File: src/rtl/pwm_twostage.sv
module pwm_twostage #(
  parameter int ADDR_W   = 4,
  parameter int PERIOD_W = 16,
  parameter int PSC_W    = 7,
  parameter int SEL_W    = 2
) (
  input  logic              clk,
  input  logic              rst_n,
  input  logic [ADDR_W-1:0] bus_addr,
  input  logic              bus_wr,
  input  logic [31:0]       bus_wdata,
  output logic [31:0]       bus_rdata,
  output logic              pwm_out
);
  localparam int SCNT_W = (1 << SEL_W) + 1;

  logic                ctrl_en;
  logic [PSC_W-1:0]    ctrl_psc;
  logic [SEL_W-1:0]    ctrl_sel;
  logic [PERIOD_W-1:0] sample_q, period_q, cnt;
  logic [PSC_W-1:0]    pre_cnt;
  logic [SCNT_W-1:0]   sel_cnt, sel_lim;
  logic                pre_tick, tick, cnt_wrap;

  wire hit_ctrl   = bus_addr == ADDR_W'(8'h00);
  wire hit_sample = bus_addr == ADDR_W'(8'h04);
  wire hit_period = bus_addr == ADDR_W'(8'h08);

  always_ff @(posedge clk or negedge rst_n) begin
    if (!rst_n) begin
      ctrl_en  <= 1'b0;
      ctrl_psc <= '0;
      ctrl_sel <= '0;
      sample_q <= '0;
      period_q <= '0;
    end else if (bus_wr) begin
      if (hit_ctrl) begin
        ctrl_en  <= bus_wdata[4];
        ctrl_psc <= bus_wdata[8 +: PSC_W];
        ctrl_sel <= bus_wdata[SEL_W-1:0];
      end
      if (hit_sample) sample_q <= bus_wdata[PERIOD_W-1:0];
      if (hit_period) period_q <= bus_wdata[PERIOD_W-1:0];
    end
  end

  always_comb begin
    bus_rdata = '0;
    if (hit_ctrl) begin
      bus_rdata[4]             = ctrl_en;
      bus_rdata[8 +: PSC_W]    = ctrl_psc;
      bus_rdata[SEL_W-1:0]     = ctrl_sel;
    end
    if (hit_sample) bus_rdata[PERIOD_W-1:0] = sample_q;
    if (hit_period) bus_rdata[PERIOD_W-1:0] = period_q;
  end

  assign sel_lim  = (SCNT_W'(2) << ctrl_sel) - SCNT_W'(1);
  assign pre_tick = pre_cnt == ctrl_psc;
  assign tick     = pre_tick && (sel_cnt == sel_lim);
  assign cnt_wrap = {1'b0, cnt} + 1'b1 >= {1'b0, period_q};

  always_ff @(posedge clk or negedge rst_n) begin
    if (!rst_n) begin
      pre_cnt <= '0;
      sel_cnt <= '0;
      cnt     <= '0;
    end else if (!ctrl_en) begin
      pre_cnt <= '0;
      sel_cnt <= '0;
      cnt     <= '0;
    end else begin
      pre_cnt <= pre_tick ? '0 : pre_cnt + 1'b1;
      if (pre_tick) sel_cnt <= tick ? '0 : sel_cnt + 1'b1;
      if (tick)     cnt     <= cnt_wrap ? '0 : cnt + 1'b1;
    end
  end

  assign pwm_out = ctrl_en && (cnt < sample_q);

  p_low_when_off_r4: assert property (@(posedge clk) disable iff (!rst_n)
    !ctrl_en |-> !pwm_out);
  p_cnt_cleared_r4: assert property (@(posedge clk) disable iff (!rst_n)
    $fell(ctrl_en) |=> (cnt == '0 && pre_cnt == '0 && sel_cnt == '0));
  p_tick_half_r5: assert property (@(posedge clk) disable iff (!rst_n)
    tick |=> !tick);
  p_cnt_holds_r6: assert property (@(posedge clk) disable iff (!rst_n)
    (ctrl_en && !tick && !bus_wr) |=> $stable(cnt));
  p_zero_sample_r8: assert property (@(posedge clk) disable iff (!rst_n)
    (sample_q == '0) |-> !pwm_out);
endmodule

File: config.mk
export PLATFORM = sky130hd
export DESIGN_NAME = pwm_twostage
export DESIGN_NICKNAME = d
export VERILOG_FILES = /design/src/rtl/pwm_twostage.sv
export SDC_FILE = /design/constraint.sdc
export NUM_CORES = 1
export LEC_CHECK = 0
export BUFFER_PORTS_ARGS = -buffer_cell sky130_fd_sc_hd__buf_2
export CORE_AREA = 3 3 107 89
export CTS_CLUSTER_DIAMETER = 40
export DETAILED_ROUTE_END_ITERATION = 6
export DIE_AREA = 0 0 110 92
export MAX_ROUTING_LAYER = met4
export PLACE_DENSITY_LB_ADDON = 0.25
export RECOVER_POWER = 100
export SYNTH_ARGS = -nofsm -noshare
export SYNTH_HDL_FRONTEND = slang
export SYNTH_SLANG_ARGS = --single-unit
File: constraint.sdc
create_clock -name clk -period 4.5 [get_ports clk]
set_clock_uncertainty 0.15 [all_clocks]
set_input_delay 0.675 -clock clk [delete_from_list [all_inputs] [get_ports clk]]
set_output_delay 0.675 -clock clk [all_outputs]
set_load 0.01 [all_outputs]
==> flow_summary.json, run 1 <==
{
  "status": "complete, but fails checks",
  "violations": "capacitance limit, slew limit",
  "num-fill-cells": 773,
  "yosysUniqueCellTypes": 52,
  "syn_area_sq_um": 4320,
  "muxShareOfSynthArea_pct": 11.2,
  "fin_crit_ps": 4060,
  "numCtsBuffers": 9,
  "place_congestion": 0.869,
  "crit_path_end_kind": "flop",
  "path_max_fanout": 9,
  "path_cells": "ha_1 > nand2_1 > or2_4 > or3_4 > nor2_1 > xor2_1 > ha_1 > nand4_1 > or4_1 > a211o_1 > nand4_1 > nor2_4 > a221o_1",
  "tritoncts": "done",
  "via_count": 3235,
  "yosysSeqAreaShare_pct": 40.5,
  "dieArea_sq_um": 10100,
  "post_cts_buffers": 0,
  "slowest_stage": "or4_1",
  "die_w_um": 110,
  "die_h_um": 92,
  "p_leak_nw": 2.30,
  "netlist_instances": 420,
  "ctsHoldBuffers": 0,
  "arrival_ps": 4150,
  "final_antenna_net_count": 0,
  "total_power_w": 0.00170,
  "htree_levels": 3,
  "slew_headroom_pct": -52.6,
  "setup_tns_ps": 0,
  "clock_latency_ps": 350,
  "min_path_type": "reg2reg",
  "slew_viol_final": 91,
  "cts_buffer_depth": 2,
  "cp-start-kind": "flop",
  "maxCapViolCount": 3,
  "synth_top_area_cell": "dfrtp_1",
  "p_per_area_nw_per_um2": 358,
  "ir_worst_vdd_v": 0.000180,
  "syn_to_final_growth_pct": 9.92,
  "dpl.hpwl_mm": 7.32,
  "r2r-start": "cnt[0]$_DFFE_PN0P_",
  "track_usage_pct": 21.5,
  "drive_above_1_share_pct": 20.8,
  "numClockSinks": 70,
  "async_flop_share_pct": 100,
  "worst_pin_slew_ps": 2290,
  "ys_ff_latch": 70,
  "clk_pin_slew_ps": 80,
  "synth_compound_area_share_pct": 12.6,
  "routedWlPerCell_um": 16.7,
  "rows": 30,
  "synth_top_family_by_area": "simple AND/OR/NAND/NOR gates",
  "finalNetCount": 540,
  "remaining_drc_errors": 0,
  "final-setup-viol-count": 0,
  "antenna_cells": 0,
  "via_per_inst": 5.54,
  "synth_top_area_share_pct": 40.5,
  "path_class": "reg2reg",
  "multiInputGateArea_sq_um": 2330,
  "dr.pass1.iters": 5,
  "routed_wl_mm": 9.78,
  "grt_antenna_before_repair": 0,
  "hold_viol_final": 0,
  "synth_flop_cell": "dfrtp_1",
  "grt_setup_unrepaired": "no",
  "io_pins": 72,
  "grt_first_pass_wirelength_mm": 16.3,
  "period_share_pct": 90.2,
  "core_area_sq_um": 8450,
  "synthTopCellsByArea": "dfrtp_1 41%, mux2_2 11%, ha_1 9.8%",
  "seqCellArea_sq_um": 1750,
  "cts_root_buf": "clkbuf_8",
  "cts_resized": 0,
  "dpl_cell_area_sq_um": 4630,
  "worst-endpoint-required_ps": 4590,
  "grt_overflow": 0,
  "synthAdderAreaFrac_pct": 9.84,
  "worstSetupStartpoint": "cnt[0]$_DFFE_PN0P_",
  "drt_iter0_markers": 150,
  "grt_max_degree": 42,
  "start_util_pct": 51.2,
  "cpPeakStageDelay_ps": 550,
  "yosysWarnings": 0,
  "portBuffers": 39,
  "synth-xor-area-share_pct": 4.86,
  "grt_pass1_vias": 3291,
  "max_freq_mhz": 246,
  "holdCritStartpoint": "pre_cnt[0]$_DFF_PN0_",
  "fin_area_sq_um": 4750,
  "synth-simple-area-share_pct": 14.4,
  "synth.avg_cell_area_sq_um": 10.3,
  "synth_edf_count": 0
}
final timing paths:
| check | slack (ps) | end | cells after the start |
|---|---|---|---|
| worst min register to register | 360 | pre_cnt[0]$_DFF_PN0_ | 1 |
| worst max-delay path | 440 | cnt[2]$_DFFE_PN0P_ | 13 |
| max in group asynchronous | 970 | sample_q[9]$_DFFE_PN0P_ | 2 |
| min in group asynchronous | 850 | ctrl_sel[1]$_DFFE_PN0P_ | 1 |
| worst max register to register | 440 | cnt[2]$_DFFE_PN0P_ | 13 |
| worst min-delay path | 360 | pre_cnt[0]$_DFF_PN0_ | 1 |
cells in the final DEF (no fill, tap or decap), types with 3 or more instances in the layout:
| cell type | Yosys | final |
|---|---|---|
| a22o_1 | 6 | 6 |
| xnor2_1 | 17 | 17 |
| clkbuf_8 | 0 | 11 |
| a22o_2 | 7 | 7 |
| o21ai_0 | 8 | 9 |
| a22oi_1 | 10 | 10 |
| buf_2 | 0 | 19 |
| nand3_1 | 12 | 12 |
| clkbuf_1 | 6 | 24 |
| nor2_1 | 17 | 17 |
| a21oi_1 | 6 | 6 |
| dfrtp_1 | 70 | 70 |
| conb_1 | 1 | 16 |
| xor2_1 | 7 | 7 |
| a21o_1 | 11 | 11 |
| inv_1 | 36 | 36 |
| clkinvlp_4 | 0 | 3 |
| or2_2 | 3 | 3 |
| a211oi_1 | 9 | 9 |
| nor4_1 | 4 | 4 |
| mux2_2 | 43 | 43 |
| nand4_1 | 7 | 8 |
| and2_0 | 0 | 3 |
| nand2_1 | 48 | 48 |
| nand2b_1 | 5 | 5 |
| ha_1 | 34 | 34 |
state kept, by name, summed over array words and instances, names as in the netlist:
register  count
pre_cnt       7
sel_cnt       5
period_q     16
cnt          16
sample_q     16
ctrl_psc      7
ctrl_sel      2
ctrl_en       1
critical path, delay by kind of cell (launching register included):
kind	cells	cell delay, ps
adder cells (fa/ha/maj)	2	470
XOR/XNOR	1	250
AO/OA/AOI/OAI	2	550
flip-flops	1	440
AND/OR/NAND/NOR	8	2080
final cells by class:
class	instances	share of cell area, %
Inverter	36	2.84
Tap cell	112	2.95
Clock buffer	11	3.19
Timing Repair Buffer	43	3.90
Multi-Input combinational cell	307	49.1
Sequential cell	70	36.9
Clock inverter	5	1.21
cells in the mapped netlist, drive strengths merged, types with 4 or more instances:
library cell	number
inv	36
clkbuf	6
dfrtp	70
buf	16
nor2	18
nand2	48
xor2	7
mux2	43
xnor2	17
a21o	11
nand2b	5
a211oi	9
and2	5
a22oi	10
ha	34
o21ai	9
nand3	13
nor4	4
a22o	13
nand4	8
a21oi	6
or2	4
cells by family (layout without fill, tap and decap cells):
| group | after synthesis | count (layout) |
|---|---|---|
| mux | 43 | 43 |
| buf+inv | 58 | 95 |
| xor+xnor | 24 | 24 |
| other cells | 1 | 16 |
| simple gates | 120 | 120 |
| flops | 70 | 70 |
| fa+ha+maj | 34 | 34 |
| compound gates | 70 | 70 |
where the power goes:
group / switching, W / leakage [nW] / total [W] / internal (W)
Sequential: 0.0000857 / 0.905 / 0.000810 / 0.000725
Clock: 0.000248 / 0.0976 / 0.000533 / 0.000285
Combinational: 0.000194 / 1.30 / 0.000357 / 0.000163
per-stage QoR:
stage / setup slack (ps) / hold WS, ps / util [%] / cells
3_3_place_gp: 643 / 346 / 54.8 / 568
6_report: 440 / 356 / 56.3 / 584
5_1_grt: 215 / 376 / 56.3 / 584
4_1_cts: 595 / 345 / 57.3 / 584
2_1_floorplan: 991 / 229 / - / 435
3_5_place_dp: 638 / 346 / 54.8 / 568
layer usage:
layer / vias up / routed length [um] / part of all wire [%] / global-route usage (%)
li1: 1556 / - / - / -
met1: 1570 / 4530 / 46 / 28.1
met2: 97 / 4520 / 46 / 32.8
met3: 12 / 568 / 5.8 / 5.07
met4: 0 / 161 / 1.6 / 6.96
met5: - / 0 / 0 / -
Power figures use the tool's default switching activity.
==> run 2, diff against run 1 <==
--- a/config.mk
+++ b/config.mk
@@ -5,7 +5,7 @@
 export SDC_FILE = /design/constraint.sdc
 export NUM_CORES = 1
 export LEC_CHECK = 0
-export BUFFER_PORTS_ARGS = -buffer_cell sky130_fd_sc_hd__buf_2
+export BUFFER_PORTS_ARGS = -buffer_cell sky130_fd_sc_hd__clkbuf_2
 export CORE_AREA = 3 3 107 89
 export CTS_CLUSTER_DIAMETER = 40
 export DETAILED_ROUTE_END_ITERATION = 6
==> flow_summary.json, run 2 (synthesis gave the netlist of run 1 again) <==
{
  "numCtsBuffers": 9,
  "r2r_end": "cnt[2]$_DFFE_PN0P_",
  "whs_endpoint": "pre_cnt[0]$_DFF_PN0_",
  "holdWs_ps": 366,
  "min_path_type": "reg2reg",
  "timing.critical_path.max_delay_family": "simple AND/OR/NAND/NOR gates",
  "crit_top_cell": "ha_1",
  "status": "complete, but fails checks",
  "finalNetCount": 541,
  "reg2reg_slack_ps": 370,
  "path_max_fanout": 9,
  "cpPeakStageDelay_ps": 550,
  "grt_max_degree": 46,
  "routedWlPerCell_um": 16.6,
  "ir_worst_vdd_v": 0.000166,
  "grt_antenna_before_repair": 0,
  "drt_iter0_markers": 154,
  "track_usage_pct": 21.5,
  "seq_power_share_pct": 48.0,
  "p_comb_share_pct": 21.1,
  "place_congestion": 0.896,
  "grt_pass1_vias": 3280,
  "layout_common_cells": "70 x dfrtp_1, 48 x nand2_1, 43 x mux2_2",
  "maxCapViolCount": 2,
  "final-setup-viol-count": 0,
  "routed_wl_mm": 9.74,
  "cp-start-kind": "flop",
  "htree_levels": 3,
  "remaining_drc_errors": 0,
  "die_h_um": 92,
  "via_per_inst": 5.51,
  "cts_buffer_depth": 2,
  "p_per_area_nw_per_um2": 356,
  "cts_resized": 0,
  "slowest_stage": "or4_1",
  "die_w_um": 110,
  "grt_overflow": 0,
  "rows": 30,
  "worst-endpoint-required_ps": 4590,
  "path_cells": "ha_1 > nand2_1 > or2_4 > or3_4 > nand2b_1 > xnor2_1 > ha_1 > nand3_1 > or4_1 > a211o_1 > nand4_1 > nor2_2 > a221o_1",
  "max_freq_mhz": 242,
  "power_switching_w": 0.000518,
  "p_int_w": 0.00117,
  "crit_path_end_kind": "flop",
  "rr_worst_depth": 13,
  "switching_share_pct": 30.6,
  "syn_to_final_growth_pct": 9.78,
  "dieArea_sq_um": 10100,
  "path_class": "reg2reg",
  "violations": "capacitance limit, slew limit",
  "reg_top3": "cnt: 16 flops, period_q: 16 flops, sample_q: 16 flops",
  "worst_pin_slew_ps": 2460,
  "portBuffers": 39,
  "hold_viol_final": 0,
  "crit_buf_inv": 0,
  "drive_above_1_share_pct": 20.7,
  "post_cts_buffers": 0,
  "dr.pass1.iters": 4,
  "p_leak_nw": 2.32,
  "slew_headroom_pct": -64.3,
  "setup_tns_ps": 0,
  "period_share_pct": 91.7,
  "tritoncts": "done",
  "dpl.hpwl_mm": 7.32,
  "core_area_sq_um": 8450,
  "arrival_ps": 4210,
  "cts_root_buf": "clkbuf_8",
  "clk_pin_slew_ps": 70,
  "final_antenna_net_count": 0,
  "whs_path_depth": 1,
  "io_pins": 72,
  "grt_setup_unrepaired": "no",
  "numClockSinks": 70,
  "ctsHoldBuffers": 0,
  "fin_crit_ps": 4130,
  "holdCritStartpoint": "pre_cnt[0]$_DFF_PN0_",
  "via_count": 3222,
  "final_common_cell": "dfrtp_1",
  "antenna_cells": 0,
  "r2r-start": "cnt[0]$_DFFE_PN0P_",
  "start_util_pct": 51.2,
  "slew_viol_final": 62,
  "clock_latency_ps": 350,
  "grt_first_pass_wirelength_mm": 16.3,
  "p_clk_share_pct": 30.8
}
==> run 2: cell count changes in the layout (fill, tap and decap cells not counted) <==
cell,change
nor2_4,-1
clkbuf_1,+1
buf_2,-19
nor2_2,+1
clkinvlp_4,-2
clkbuf_2,+21
==> run 2: power by group through the flow <==
| stage | combinational (W) | clock, W | sequential [W] |
|---|---|---|---|
| after CTS | 0.000370 | 0.000533 | 0.000813 |
| after global routing | 0.000409 | 0.000558 | 0.000826 |
| after global placement | 0.000353 | 0 | 0.000818 |
| final | 0.000357 | 0.000522 | 0.000813 |
| after detailed placement | 0.000368 | 0 | 0.000825 |
| after floorplan | 0.000272 | 0 | 0.000796 |
==> run 2: how the worst max path moves through the flow <==
stage | from | endpoint | cells after the start | slack [ps]
6_report | cnt[0]$_DFFE_PN0P_ | cnt[2]$_DFFE_PN0P_ | 13 | 370
5_1_grt | cnt[0]$_DFFE_PN0P_ | cnt[2]$_DFFE_PN0P_ | 13 | 190
4_1_cts | cnt[0]$_DFFE_PN0P_ | cnt[2]$_DFFE_PN0P_ | 13 | 570
3_5_place_dp | cnt[0]$_DFFE_PN0P_ | cnt[2]$_DFFE_PN0P_ | 13 | 620
3_3_place_gp | cnt[0]$_DFFE_PN0P_ | cnt[2]$_DFFE_PN0P_ | 13 | 640
2_1_floorplan | cnt[0]$_DFFE_PN0P_ | cnt[2]$_DFFE_PN0P_ | 13 | 990
==> run 2: per-layer routing <==
metal,up-vias,global-route usage (%),wire length [um]
met3,11,4.86,535
met2,78,34.1,4580
met5,-,-,0
met1,1584,27.2,4480
met4,0,7.06,149
li1,1549,-,-
==> run 2: metrics by stage <==
step / util, % / total power, W / setup WS [ps] / cells / instance area [sq um]
6_report: 56.2 / 0.00169 / 374 / 585 / 4750
5_1_grt: 56.2 / 0.00179 / 193 / 585 / 4750
4_1_cts: 57.3 / 0.00172 / 573 / 585 / 4840
3_5_place_dp: 54.9 / 0.00119 / 624 / 569 / 4630
3_3_place_gp: 54.9 / 0.00117 / 638 / 569 / 4630
2_1_floorplan: - / 0.00107 / 991 / 435 / 4380
==> run 2: final cells by class <==
cell class / instances / area [sq um]
timing repair buffer: 44 / 191
inverter: 36 / 135
sequential: 70 / 1750
tap: 112 / 140
multi-input combinational: 307 / 2330
clock inverter: 3 / 42.5
clock buffer: 13 / 159
fill: 769 / 3700
==> run 3, diff against run 2 <==
--- a/config.mk
+++ b/config.mk
@@ -7,6 +7,7 @@
 export LEC_CHECK = 0
 export BUFFER_PORTS_ARGS = -buffer_cell sky130_fd_sc_hd__clkbuf_2
 export CORE_AREA = 3 3 107 89
+export CTS_BUF_LIST = sky130_fd_sc_hd__clkbuf_4 sky130_fd_sc_hd__clkbuf_8
 export CTS_CLUSTER_DIAMETER = 40
 export DETAILED_ROUTE_END_ITERATION = 6
 export DIE_AREA = 0 0 110 92
==> flow_summary.json, run 3 (synthesis gave the netlist of run 1 again) <==
{
  "status": "complete, but fails checks",
  "violations": "capacitance limit, slew limit",
  "period_share_pct": 91.8,
  "worstSetupStartpoint": "cnt[0]$_DFFE_PN0P_",
  "met3_usage_pct": 4.86,
  "cts_resized": 0,
  "hold_viol_final": 0,
  "post_cts_buffers": 0,
  "io_pins": 72,
  "path_max_fanout": 9,
  "maxCapViolCount": 2,
  "worst-endpoint-required_ps": 4590,
  "grt.busiest_layer": "met2",
  "final-setup-viol-count": 0,
  "syn_to_final_growth_pct": 9.95,
  "track_usage_pct": 21.5,
  "finalNetCount": 541,
  "grt_pass1_vias": 3280,
  "place_congestion": 0.896,
  "ctsHoldBuffers": 0,
  "clock_latency_ps": 350,
  "via_count": 3243,
  "setup_slack_ps": 369,
  "reg2reg_slack_ps": 370,
  "min_path_type": "reg2reg",
  "die_w_um": 110,
  "grt_use_met1_pct": 27.2,
  "max_freq_mhz": 242,
  "cp-start-kind": "flop",
  "cts_buffer_depth": 2,
  "routed_wl_mm": 9.79,
  "dieArea_sq_um": 10100,
  "rows": 30,
  "dpl.cell_count": 569,
  "tritoncts": "done",
  "ir_worst_vdd_v": 0.000165,
  "start_util_pct": 51.2,
  "routedWlPerCell_um": 16.7,
  "crit_path_end_kind": "flop",
  "grt_antenna_before_repair": 0,
  "remaining_drc_errors": 0,
  "layout_common_cells": "70 x dfrtp_1, 48 x nand2_1, 43 x mux2_2",
  "htree_levels": 3,
  "grt_overflow": 0,
  "rr_worst_depth": 13,
  "final_common_cell": "dfrtp_1",
  "setup_tns_ps": 0,
  "core_area_sq_um": 8450,
  "critPathCapture": "cnt[2]$_DFFE_PN0P_",
  "reg_top3": "cnt: 16 flops, period_q: 16 flops, sample_q: 16 flops",
  "r2r-start": "cnt[0]$_DFFE_PN0P_",
  "grt_setup_unrepaired": "no",
  "slew_viol_final": 62,
  "die_h_um": 92,
  "finalNonFillerCells": 585,
  "p_leak_nw": 2.33,
  "cts_root_buf": "clkbuf_8",
  "clk_pin_slew_ps": 70,
  "path_class": "reg2reg",
  "dpl.hpwl_mm": 7.32,
  "grt_use_met2_pct": 34.1,
  "slew_headroom_pct": -64.4,
  "drt_iter0_markers": 151,
  "arrival_ps": 4220,
  "numClockSinks": 70,
  "via_per_inst": 5.54,
  "post-place-ws_ps": 624,
  "antenna_cells": 0,
  "grt_max_degree": 46,
  "drive_above_1_share_pct": 21.1,
  "p_per_area_nw_per_um2": 359,
  "numCtsBuffers": 9,
  "grt_first_pass_wirelength_mm": 16.3,
  "r2r_end": "cnt[2]$_DFFE_PN0P_",
  "portBuffers": 39,
  "fin_crit_ps": 4130,
  "final_antenna_net_count": 0,
  "worst_pin_slew_ps": 2470,
  "dr.pass1.iters": 4
}
## run 3: changes by cell type in the layout (fill, tap and decap cells not counted)
cell | before | now
clkbuf_1 | 25 | 23
clkbuf_4 | 0 | 2
## run 3: per-stage QoR
stage | hold slack (ps) | util [%] | total power [W] | area (sq um)
after detailed placement | 355 | 54.9 | 0.00119 | 4630
after floorplan | 229 | - | 0.00107 | 4380
after global placement | 345 | 54.9 | 0.00117 | 4630
after CTS | 370 | 57.3 | 0.00173 | 4840
after global routing | 382 | 56.3 | 0.00181 | 4750
final | 366 | 56.3 | 0.00171 | 4750
## run 3: critical path: stages, from the launching register on
cell	delay (ps)
dfrtp_1	440
ha_1	290
nand2_1	80
or2_4	250
or3_4	370
nand2b_1	170
xnor2_1	150
ha_1	320
nand3_1	130
or4_1	550
a211o_1	240
nand4_1	350
nor2_2	200
a221o_1	320
## run 3: layer usage
| layer | share of wire [%] | vias up |
|---|---|---|
| met2 | 47 | 79 |
| met5 | 0 | - |
| met4 | 1.9 | 0 |
| li1 | - | 1552 |
| met3 | 4.9 | 17 |
| met1 | 46 | 1595 |
## run 3: how the worst min path moves through the flow
stage,from,to,slack [ps],cells after the start
after floorplan,rst_n,cnt[0]$_DFFE_PN0P_,230,0
final,pre_cnt[0]$_DFF_PN0_,pre_cnt[0]$_DFF_PN0_,370,1
after CTS,pre_cnt[0]$_DFF_PN0_,pre_cnt[0]$_DFF_PN0_,370,1
after global placement,pre_cnt[0]$_DFF_PN0_,pre_cnt[0]$_DFF_PN0_,340,1
after detailed placement,pre_cnt[0]$_DFF_PN0_,pre_cnt[0]$_DFF_PN0_,360,1
after global routing,pre_cnt[0]$_DFF_PN0_,pre_cnt[0]$_DFF_PN0_,380,1
## run 3: cell type report
cell class	instances	area, sq um
fillers	767	3690
multi-input cells	307	2330
flip-flops and latches	70	1750
repair buffers	44	191
well taps	112	140
clock buffers	13	166
inverters	36	135
clock inverters	3	42.5
## run 3: where the power goes
part           leakage [nW]  switching [W]  total, W  internal, W
Clock                 0.106       0.000237  0.000535     0.000298
Sequential            0.905      0.0000880  0.000813     0.000725
Combinational          1.31       0.000194  0.000357     0.000163
Total                  2.33       0.000519   0.00171      0.00119
